<file path="src/rtl/dual_oneshot_pkg.sv">
package dual_oneshot_pkg;
  localparam int unsigned SYNC_STAGES = 2;

  typedef struct packed {
    logic clr;
    logic rise_trig;
    logic fall_trig;
  } trig_bus_t;

  localparam int unsigned TRIG_BUS_W = $bits(trig_bus_t);
endpackage

</file>
<file path="src/rtl/dual_oneshot_sync.sv">
module dual_oneshot_sync #(
  parameter int unsigned WIDTH  = 3,
  parameter int unsigned STAGES = 2
) (
  input  logic             clk_i,
  input  logic             rst_ni,
  input  logic [WIDTH-1:0] d_i,
  output logic [WIDTH-1:0] q_o
);
  logic [STAGES-1:0][WIDTH-1:0] stg_q;

  always_ff @(posedge clk_i or negedge rst_ni) begin
    if (!rst_ni) stg_q <= '0;
    else         stg_q <= {stg_q[STAGES-2:0], d_i};
  end

  assign q_o = stg_q[STAGES-1];
endmodule

</file>
<file path="src/rtl/dual_oneshot_trigger.sv">
module dual_oneshot_trigger
  import dual_oneshot_pkg::*;
(
  input  logic      clk_i,
  input  logic      rst_ni,
  input  trig_bus_t sync_i,
  output logic      fire_o
);
  trig_bus_t prev_q;
  logic      prior_q, arm_q;
  logic      fall_a, rise_b, rise_clr, idle_lvl;

  assign fall_a   = prev_q.fall_trig & ~sync_i.fall_trig;
  assign rise_b   = ~prev_q.rise_trig & sync_i.rise_trig;
  assign rise_clr = ~prev_q.clr & sync_i.clr;
  assign idle_lvl = ~sync_i.fall_trig & sync_i.rise_trig;

  always_ff @(posedge clk_i or negedge rst_ni) begin
    if (!rst_ni) begin
      prev_q  <= '0;
      prior_q <= 1'b0;
      arm_q   <= 1'b0;
    end else begin
      prev_q <= sync_i;
      if (sync_i.clr) begin
        prior_q <= 1'b0;
        arm_q   <= 1'b0;
      end else if (!idle_lvl) begin
        // non-idle level during clear: remember it, drop any arming
        prior_q <= 1'b1;
        arm_q   <= 1'b0;
      end else begin
        arm_q <= prior_q;
      end
    end
  end

  assign fire_o = (sync_i.clr & ((fall_a & sync_i.rise_trig) | (rise_b & ~sync_i.fall_trig)))
                | (rise_clr & arm_q & idle_lvl);

  assert_arm_in_clear_R5: assert property (@(posedge clk_i) disable iff (!rst_ni)
    $rose(arm_q) |-> $past(!sync_i.clr));
endmodule

</file>
<file path="src/rtl/dual_oneshot_timer.sv">
module dual_oneshot_timer #(
  parameter int unsigned CNT_W = 8
) (
  input  logic             clk_i,
  input  logic             rst_ni,
  input  logic             clr_s_i,
  input  logic             fire_i,
  input  logic [CNT_W-1:0] width_i,
  output logic             run_o
);
  localparam logic [CNT_W-1:0] LAST = CNT_W'(1);

  logic             run_q;
  logic [CNT_W-1:0] cnt_q;

  always_ff @(posedge clk_i or negedge rst_ni) begin
    if (!rst_ni) begin
      run_q <= 1'b0;
      cnt_q <= '0;
    end else if (!clr_s_i) begin
      run_q <= 1'b0;
      cnt_q <= '0;
    end else if (run_q) begin
      // non-retriggerable: edges are not looked at while running
      if (cnt_q == LAST) begin
        run_q <= 1'b0;
        cnt_q <= '0;
      end else begin
        cnt_q <= cnt_q - LAST;
      end
    end else if (fire_i && width_i != '0) begin
      run_q <= 1'b1;
      cnt_q <= width_i;
    end
  end

  assign run_o = run_q;

  assert_no_reload_R3: assert property (@(posedge clk_i) disable iff (!rst_ni)
    (run_q && $past(run_q) && $past(clr_s_i)) |-> (cnt_q == $past(cnt_q) - LAST));

  assert_expiry_ignores_edge_R9: assert property (@(posedge clk_i) disable iff (!rst_ni)
    ($past(run_q) && $past(cnt_q) == LAST) |-> !run_q);

  assert_clear_stops_R4: assert property (@(posedge clk_i) disable iff (!rst_ni)
    !clr_s_i |=> !run_q);
endmodule

</file>
<file path="src/rtl/dual_oneshot.sv">
module dual_oneshot
  import dual_oneshot_pkg::*;
#(
  parameter int unsigned CNT_W = 8
) (
  input  logic             clk_i,
  input  logic             rst_ni,
  input  logic             fall_trig_i,
  input  logic             rise_trig_i,
  input  logic             clr_ni,
  input  logic [CNT_W-1:0] width_i,
  output logic             pulse_o,
  output logic             pulse_no
);
  trig_bus_t raw_bus, sync_bus;
  logic      fire, run;

  assign raw_bus = '{clr: clr_ni, rise_trig: rise_trig_i, fall_trig: fall_trig_i};

  dual_oneshot_sync #(
    .WIDTH  (TRIG_BUS_W),
    .STAGES (SYNC_STAGES)
  ) u_sync (
    .clk_i  (clk_i),
    .rst_ni (rst_ni),
    .d_i    (raw_bus),
    .q_o    (sync_bus)
  );

  dual_oneshot_trigger u_trig (
    .clk_i  (clk_i),
    .rst_ni (rst_ni),
    .sync_i (sync_bus),
    .fire_o (fire)
  );

  dual_oneshot_timer #(.CNT_W(CNT_W)) u_timer (
    .clk_i   (clk_i),
    .rst_ni  (rst_ni),
    .clr_s_i (sync_bus.clr),
    .fire_i  (fire),
    .width_i (width_i),
    .run_o   (run)
  );

  // raw clear gates the output so it drops before the synchronizer catches up
  assign pulse_o  = run & clr_ni;
  assign pulse_no = ~pulse_o;

  assert_zero_width_R8: assert property (@(posedge clk_i) disable iff (!rst_ni)
    $rose(run) |-> ($past(width_i) != '0));
endmodule

</file>
<file path="config.mk">
export PLATFORM = sky130hd
export DESIGN_NAME = dual_oneshot
export DESIGN_NICKNAME = d
export VERILOG_FILES = /design/src/rtl/dual_oneshot_pkg.sv /design/src/rtl/dual_oneshot_sync.sv /design/src/rtl/dual_oneshot_trigger.sv /design/src/rtl/dual_oneshot_timer.sv /design/src/rtl/dual_oneshot.sv
export SDC_FILE = /design/constraint.sdc
export NUM_CORES = 1
export LEC_CHECK = 0
export BUFFER_PORTS_ARGS = -buffer_cell sky130_fd_sc_hd__buf_2
export CAP_MARGIN = 20
export CORE_AREA = 10 10 61 63
export CTS_CLUSTER_DIAMETER = 200
export DETAILED_ROUTE_END_ITERATION = 8
export DIE_AREA = 0 0 71 73
export PLACE_DENSITY = 0.59
export SETUP_SLACK_MARGIN = 0.3
export SLEW_MARGIN = 30
export SYNTH_ARGS = -nofsm -noshare
export SYNTH_HDL_FRONTEND = slang
export SYNTH_SLANG_ARGS = --single-unit
export TNS_END_PERCENT = 20
</file>
<file path="constraint.sdc">
create_clock -name clk_i -period 2.51 [get_ports clk_i]
set_clock_uncertainty 0.2 [all_clocks]
set_input_delay 0.251 -clock clk_i [delete_from_list [all_inputs] [get_ports clk_i]]
set_output_delay 0.251 -clock clk_i [all_outputs]
set_load 0.01 [all_outputs]
</file>
# ---- Yosys cells after proc, flatten, opt, wreduce, memory -nomap -nowiden
# Cells that the tools add are included.
# Widths: inputs -> output; s select.
dict set report totals {
  reg_bits 20
  inputBits 13
  elab_cells 43
}
dict set report op_classes {
  add_sub_neg 1
  n_eq_ne 3
  muxes 12
  bitwise_logic 16
  n_reduce_logical 2
}
# operator count
set op_table {}
lappend op_table {{$mux 8} 4}
lappend op_table {{$and 1x1->1} 10}
lappend op_table {{$eq 8x1->1 const B} 1}
lappend op_table {{$mux 1} 8}
lappend op_table {{$reduce_bool 8->1} 1}
lappend op_table {{$sub 8x1->8 const B} 1}
lappend op_table {{$not 1->1} 4}
lappend op_table {{$ne 3x1->1 const B} 1}
lappend op_table {{$ne 2x2->1 const B} 1}
lappend op_table {{$or 1x1->1} 2}
lappend op_table {{$logic_and 1x1->1} 1}

# ---- Depth between registers and ports, before layout
# Gate-level depths: netlist of the first run.
dict set report depth {
  depth_word 10
  ltp_mapped 6
  depth_no_buf 6
}

# ---- By module
# From an unflattened synthesis of the first run, not the netlist that was laid out.
dict set report hier_totals {
  cells_unflattened 92
  area_unflattened_um2 1002.2
}
# mod n_inst cells_each area_per_inst_um2 seq_area_each_um2
set modules_own_cells {}
lappend modules_own_cells {dual_oneshot_timer 1 69 646.9 225.2}
lappend modules_own_cells {dual_oneshot_sync 1 9 172.7 150.1}
lappend modules_own_cells {dual_oneshot_trigger 1 12 172.7 125.1}
lappend modules_own_cells {dual_oneshot 1 2 10.0 0.0}

# ---- Least setup slack after synthesis of the first run
# OpenSTA, ideal clock, no wires.
dict set report synth_timing {
  kind {flip-flop to flip-flop}
  from {register u_timer.cnt_q[1]}
  to {register u_timer.cnt_q[2]}
  setup_time_ns 0.134
  arrival_ns 1.509
  required_time_ns 2.176
  setup_slack_ns 0.666
  stages_incl_launch_ff 7
  path_buffers 0
  synth_period_minus_slack_ns 1.844
  cell_sequence {dfrtp_1 -> inv_1 -> ha_1 -> nor4b_1 -> nand2_1 -> a31oi_1 -> a311oi_1}
}
dict set report synth_via {
  elab_chain_len 4
}
# item line
set synth_lines {}
lappend synth_lines {{start: declaration} dual_oneshot_timer.sv:14} ;# logic [CNT_W-1:0] cnt_q;
lappend synth_lines {{start signal: assignment} dual_oneshot_timer.sv:29} ;# cnt_q <= cnt_q - LAST;
lappend synth_lines {{start signal: assignment} dual_oneshot_timer.sv:33} ;# cnt_q <= width_i;
lappend synth_lines {{$sub 8x1->8 / $eq 8x1->1 (equally long branches)} {dual_oneshot_timer.sv:29, dual_oneshot_timer.sv:25}}
lappend synth_lines {{$mux 8 *} dual_oneshot_timer.sv:25} ;# if (cnt_q == LAST) begin
lappend synth_lines {{$mux 8 *} dual_oneshot_timer.sv:23} ;# end else if (run_q) begin
lappend synth_lines {{$mux 8 *} dual_oneshot_timer.sv:20} ;# end else if (!clr_s_i) begin
# Mark *: on every way between the ends. The rest lies on a longest branch, timed or not.
# A chain may end at the register's enable or synchronous reset.

# ---- Worst setup path in the final report of the first run
dict set report layout_timing {
  from {input port width_i[0]}
  to {register u_timer.cnt_q[6]}
}
dict set report layout_via {
  elab_chain_len 3
}
# item line
set layout_lines {}
lappend layout_lines {{start: declaration} dual_oneshot.sv:11} ;# input logic [CNT_W-1:0] width_i,
lappend layout_lines {{$reduce_bool 8->1} dual_oneshot_timer.sv:31} ;# end else if (fire_i && width_i != '0) begin
lappend layout_lines {{$logic_and 1x1->1} dual_oneshot_timer.sv:31}
lappend layout_lines {{$ne 3x1->1 (no line)} -}
# Every way passes these cells.

==> results of run 1 <==
## cell type report
cell class,count,area (um2)
multi-input combinational,68,437
clock inverter,1,30.0
clock buffer,3,22.5
sequential,20,500
inverter,9,33.8
tap,31,38.8
fill,287,1420
timing repair buffer,21,138
## final timing paths
kind	to	start	depth (start not counted)	slack, ps
max	u_timer.cnt_q[6]	width_i[0]	6	480
max reg2reg	u_timer.cnt_q[6]	u_timer.cnt_q[1]	7	610
max in group asynchronous	u_timer.cnt_q[4]	rst_ni	2	1590
min reg2reg	u_sync.q_o[1]	u_sync.stg_q[1]	0	160
min in group asynchronous	u_sync.stg_q[2]	rst_ni	2	220
min	u_timer.cnt_q[1]	width_i[1]	3	10
## what timing repair did
item / CTS / global route
setup endpoints to repair: 0 / 1
hold buffers: 6 / 0
resized for setup: 0 / 1
hold endpoints to repair: 25 / 0
setup buffers: 0 / 0
## cell families after synthesis
group                    count (synthesis)
buffers and inverters                   11
adder cells (fa/ha/maj)                  2
AND/OR/NAND/NOR                         36
multiplexers                             1
AO/OA/AOI/OAI                           29
flip-flops                              20
## flip-flops by register name, indices dropped and copies added, names as in the netlist
| signal | count |
|---|---|
| u_timer.cnt_q | 8 |
| u_sync.q_o | 3 |
| u_sync.stg_q | 3 |
| u_trig.prev_q | 3 |
| u_timer.run_o | 1 |
| u_trig.arm_q | 1 |
| u_trig.prior_q | 1 |
## routing by layer
layer | vias to the layer above | routed length [um] | global-route usage | part of all wire
li1 | 415 | - | - | -
met4 | 0 | 44 | 0.0452 | 0.020
met3 | 6 | 175 | 0.0286 | 0.078
met1 | 404 | 1050 | 0.115 | 0.47
met2 | 31 | 985 | 0.146 | 0.44
met5 | - | 0 | 0 | 0
## placed cells by master, fill, tap and decap left out, types with 3 or more instances in the layout
master         instances
nand2_1               14
nor2_1                 5
a311oi_1               4
nand2b_1               3
dfrtp_1               20
inv_1                  8
a31oi_1                6
nor3b_1                3
dlygate4sd3_1          6
o21ai_0                8
clkbuf_4               3
buf_2                 14
## worst reg2reg max path: cells and delay by family, from the launching register on
family | cells | cell delay (ps)
compound gates | 1 | 250
fa+ha+maj | 1 | 200
simple gates | 3 | 440
buf+inv | 2 | 240
flops | 1 | 470
## power by group
part | total (W) | internal [W] | leakage (nW) | switching, W
clock network | 0.000263 | 0.000161 | 0.0279 | 0.000101
logic | 0.000128 | 0.0000605 | 0.228 | 0.0000675
registers | 0.000374 | 0.000344 | 0.251 | 0.0000296
## per-stage QoR
step	hold WS, ps	utilization
3_3_place_gp	21.1	0.414
5_1_grt	7.09	0.459
6_report	14.8	0.459
3_5_place_dp	20.9	0.414
4_1_cts	3.30	0.457
2_1_floorplan	-245	-
==> qor.yml, run 1 <==
hold_viol_final: 0
ys_seq_area_frac: 0.514
ios: 15
crit_required_ps: 2520
rows: 19
peakVddDrop_v: 0.000352
yosysTopAreaCell: "dfrtp_1"
grt_pass1_vias: 870
fin_crit_sh: 0.807
clock_latency_ps: 300
drive_gt1_frac: 0.189
cp-end-kind: "flip-flop"
synth_most_common_cell: "dfrtp_1"
drt_first_pass_iters: 4
synthDominantCellAreaShare: 0.514
drt_iter0_drc: 39
remaining_drc_errors: 0
fin_crit_ps: 2030
fin_ws_ps: 484
maxSlewViolCount: 0
vias_per_cell: 5.59
syn_area_per_cell_um2: 9.83
p_leak_nw: 0.507
totalWireLength_mm: 2.26
synthTopCellsByCount: "dfrtp_1, nand2_1, inv_1, o21ai_0, a31oi_1"
start_kind: "primary input"
ys_top_cells_by_area: "dfrtp_1, nand2_1, o21ai_0, a31oi_1, a311oi_1"
drv_cap: 0
synth_xor_area_frac: 0
synth_area_um2: 973
dieWidth_um: 71
crit_fanout: 9
pwr_density_cell_nw_per_um2: 637
ys_types: 30
tightest_slew_ps: 626
cts.sinks: 20
start_util: 0.372
wl_per_cell_um: 14.7
grt-ovfl-total: 0
cts_max_path_buffers: 2
gp_congestion: 0.889
grt_max_degree: 21
die_h_um: 73
total_power_w: 0.000765
final-setup-viol-count: 0
hold_path_class: "in2reg"
final_cells: 153
status: "completed"
rsz0062_at_grt: "false"
fin_area_um2: 1200
synthCells: 99
setup-tns-final_ps: 0
synth_seq_cells: 20
dpl-instance-area_um2: 1080
ant_nets: 0
cp_slowest_cell: "or4_1"
root_buffer: "clkbuf_4"
grt_pass1_wl_mm: 4.00
final_nets: 138
cts_tree: "built"
critPathArrivalTime_ps: 2040
portBuffers: 14
place_inst: 143
antenna_found_initial: 0
ys_async_sr_fraction: 1.00
synth_edf_count: 0
path_buf_inv: 2
dp_hpwl_mm: 1.66
synth_mux_area_frac: 0.0103
slew_headroom: 0.581
clkSlewWorstSetupHoldPaths_ps: 120
synth_ff_type: "dfrtp_1"
area_growth_pct: 23.3
grt_use_total: 0.0938
pre_cts_ws_ps: 591
vias: 856
synth_top_family_by_area: "simple AND/OR/NAND/NOR gates"
synth_compound_area_frac: 0.198
ys_warn_count: 0
synthSimpleGateAreaFrac: 0.210
max_stage_delay_ps: 540
cp_cell_sequence: "dlygate4sd3_1 -> buf_2 -> or4_1 -> nor2_4 -> o21ai_0 -> a311oi_1"
core-area_um2: 2620
synthAdderAreaFrac: 0.0257
cts_buffers: 3
fmax_mhz: 494
die_area_um2: 5180
criticalPathCategory: "in2reg"
path_delay_family: "simple AND/OR/NAND/NOR gates"
synth_fp_nets: 114
diodes: 0
cts.htree.levels: 1
Note: power is estimated with default switching activity, not from simulation.
==> run 2, diff against run 1 <==
--- a/config.mk
+++ b/config.mk
@@ -11,7 +11,7 @@
 export CTS_CLUSTER_DIAMETER = 200
 export DETAILED_ROUTE_END_ITERATION = 8
 export DIE_AREA = 0 0 71 73
-export PLACE_DENSITY = 0.59
+export PLACE_DENSITY = 0.62
 export SETUP_SLACK_MARGIN = 0.3
 export SLEW_MARGIN = 30
 export SYNTH_ARGS = -nofsm -noshare
==> constraint.sdc (replaced) <==
create_clock -name clk_i -period 1.82 [get_ports clk_i]
set_clock_uncertainty 0.2 [all_clocks]
set_input_delay 0.182 -clock clk_i [delete_from_list [all_inputs] [get_ports clk_i]]
set_output_delay 0.182 -clock clk_i [all_outputs]
set_load 0.01 [all_outputs]
==> run 2 against run 1 <==
Net effect: cell count grew 10%; die area is the same; worst setup slack lost 410 ps; sequential cell count is the same; critical endpoint is now u_timer.cnt_q[7]; largest cell class unchanged.
==> qor.yml, run 2 (synthesized netlist as in run 1, its figures left out) <==
switching_share: 0.268  # +0.00828
p_int_w: 0.000828  # +46%
r2r_setup_slack_ps: 80  # -530 ps
mostFrequentLayoutCells: "dfrtp_1, buf_2, nand2_1, dlygate4sd3_1, buf_4"
cts_tree: "built"
timing.hold.ws_ps: 142  # +127 ps
grt_pass1_vias: 922  # +6.0%
hold_viol_final: 0  # unchanged
final-setup-viol-count: 0  # unchanged
remaining_drc_errors: 0  # unchanged
totalWireLength_mm: 2.54  # +13%
p_switching_w: 0.000303  # +53%
vias: 915  # +6.9%
die_h_um: 73  # unchanged
grt-ovfl-total: 0  # unchanged
maxSlewViolCount: 0  # unchanged
final_nets: 154  # +12%
wl_per_cell_um: 15.0  # +2.1%
vias_per_cell: 5.41  # -3.2%
gp_congestion: 0.890  # +0.16%
status: "completed"
critPathArrivalTime_ps: 1760  # -280 ps
ios: 15  # unchanged
clkSlewWorstSetupHoldPaths_ps: 120  # about the same
crit_fanout: 4  # -5
p_leak_nw: 0.607  # +20%
combPwrFrac: 0.229  # +0.062
slew_headroom: 0.700  # +0.120
start_util: 0.372  # unchanged
area_growth_pct: 44.0
cts.sinks: 20  # unchanged
cts.htree.levels: 1  # unchanged
cts_buffers: 3  # unchanged
cp-end-kind: "flip-flop"
ant_nets: 0  # unchanged
grt_max_degree: 21  # unchanged
fillers: 247  # -14%
finish.utilization: 0.536  # +0.0770
pwr_density_cell_nw_per_um2: 807  # +27%
root_buffer: "clkbuf_4"
clock_latency_ps: 310  # about the same
cts_max_path_buffers: 2  # unchanged
critPathLaunch: "u_timer.cnt_q[2]"
portBuffers: 14  # unchanged
grt_pass1_wl_mm: 4.17  # +4.1%
total_power_w: 0.00113  # +48%
start_kind: "flip-flop"
drt_iter0_drc: 37  # -5.1%
crit_required_ps: 1840  # -680 ps
rows: 19  # unchanged
fin_crit_ps: 1740
diodes: 0  # unchanged
fmax_mhz: 573
rsz0062_at_grt: "true"
seq_power_share: 0.444  # -0.045
dp_hpwl_mm: 1.68  # +1.3%
drt_first_pass_iters: 4  # unchanged
criticalPathCategory: "reg2reg"
largest_register_ffs: 8  # unchanged
drv_cap: 0  # unchanged
regMostFlops: "u_timer.cnt_q"
mostFrequentLayoutCell: "dfrtp_1"
drive_gt1_frac: 0.333  # +0.145
grt_use_total: 0.100  # +0.00654
tightest_slew_ps: 450  # -177 ps
power_frac_clock: 0.327  # -0.017
fin_crit_sh: 0.958
die_area_um2: 5180  # unchanged
peakVddDrop_v: 0.000618  # +76%
dieWidth_um: 71  # unchanged
hold_path_class: "in2async"
core-area_um2: 2620  # unchanged
reg2reg_from: "u_timer.cnt_q[2]"
antenna_found_initial: 0  # unchanged
-- run 2: cell count changes in the layout (fill, tap and decap cells not counted), moves of 2 or more --
| cell | before | now |
|---|---|---|
| o311ai_0 | 2 | 0 |
| nand2b_4 | 0 | 2 |
| nand2b_1 | 3 | 1 |
| dlygate4sd3_1 | 6 | 12 |
| nor3b_2 | 0 | 2 |
| nor3b_1 | 3 | 1 |
| ha_2 | 0 | 2 |
| ha_1 | 2 | 0 |
| buf_4 | 1 | 11 |
-- run 2: cell type report --
| class | instances | area, um2 | area share |
|---|---|---|---|
| Inverter | 9 | 37.5 | 0.0268 |
| Clock inverter | 1 | 30.0 | 0.0214 |
| Tap cell | 31 | 38.8 | 0.0277 |
| Timing Repair Buffer | 37 | 273 | 0.195 |
| Multi-Input combinational cell | 68 | 498 | 0.355 |
| Sequential cell | 20 | 502 | 0.358 |
| Clock buffer | 3 | 22.5 | 0.0161 |
-- run 2: final timing paths --
path | depth (start not counted) | endpoint
max | 4 | u_timer.cnt_q[7]
min | 2 | u_sync.stg_q[1]
max reg2reg | 4 | u_timer.cnt_q[7]
min reg2reg | 0 | u_sync.q_o[2]
max in group asynchronous | 2 | u_timer.run_o
min in group clk_i | 0 | u_sync.q_o[2]
-- run 2: what timing repair did --
| action | CTS | global route |
|---|---|---|
| pin swaps | 3 | 6 |
| endpoints found under the hold margin | 31 | 0 |
| hold buffers | 12 | 0 |
| resized for setup | 2 | 13 |
| endpoints found under the setup margin | 8 | 11 |
| buffers inserted | 2 | 0 |
-- run 2: stage by stage --
step | std cells | cell area [um2] | setup slack [ps] | TNS (ps)
6_report | 169 | 1400 | 75.9 | 0
5_1_grt | 169 | 1400 | -61.8 | -66.3
4_1_cts | 169 | 1340 | 81.4 | 0
3_5_place_dp | 151 | 1150 | -0.305 | -0.305
3_3_place_gp | 151 | 1150 | 7.39 | 0
2_1_floorplan | 99 | 980 | 115 | 0
-- run 2: power by group through the flow --
stage	clock (W)	sequential (W)	combinational, W
final	0.000370	0.000502	0.000259
after global routing	0.000391	0.000507	0.000283
after CTS	0.000376	0.000498	0.000241
after detailed placement	0	0.000509	0.000207
after global placement	0	0.000507	0.000204
after floorplan	0	0.000510	0.000121
-- run 2: worst max-delay path: stages, from the launching register on --
cell      delay [ps]
dfrtp_1          400
or4_4            580
nor4_4           160
mux2i_1          100
a311oi_1         200
-- run 2: routing by layer --
layer / vias up / global-route usage / routed length, um
li1: 443 / - / -
met5: - / 0 / 0
met4: 0 / 0.0688 / 66
met2: 31 / 0.151 / 1180
met3: 6 / 0.0340 / 167
met1: 435 / 0.117 / 1130
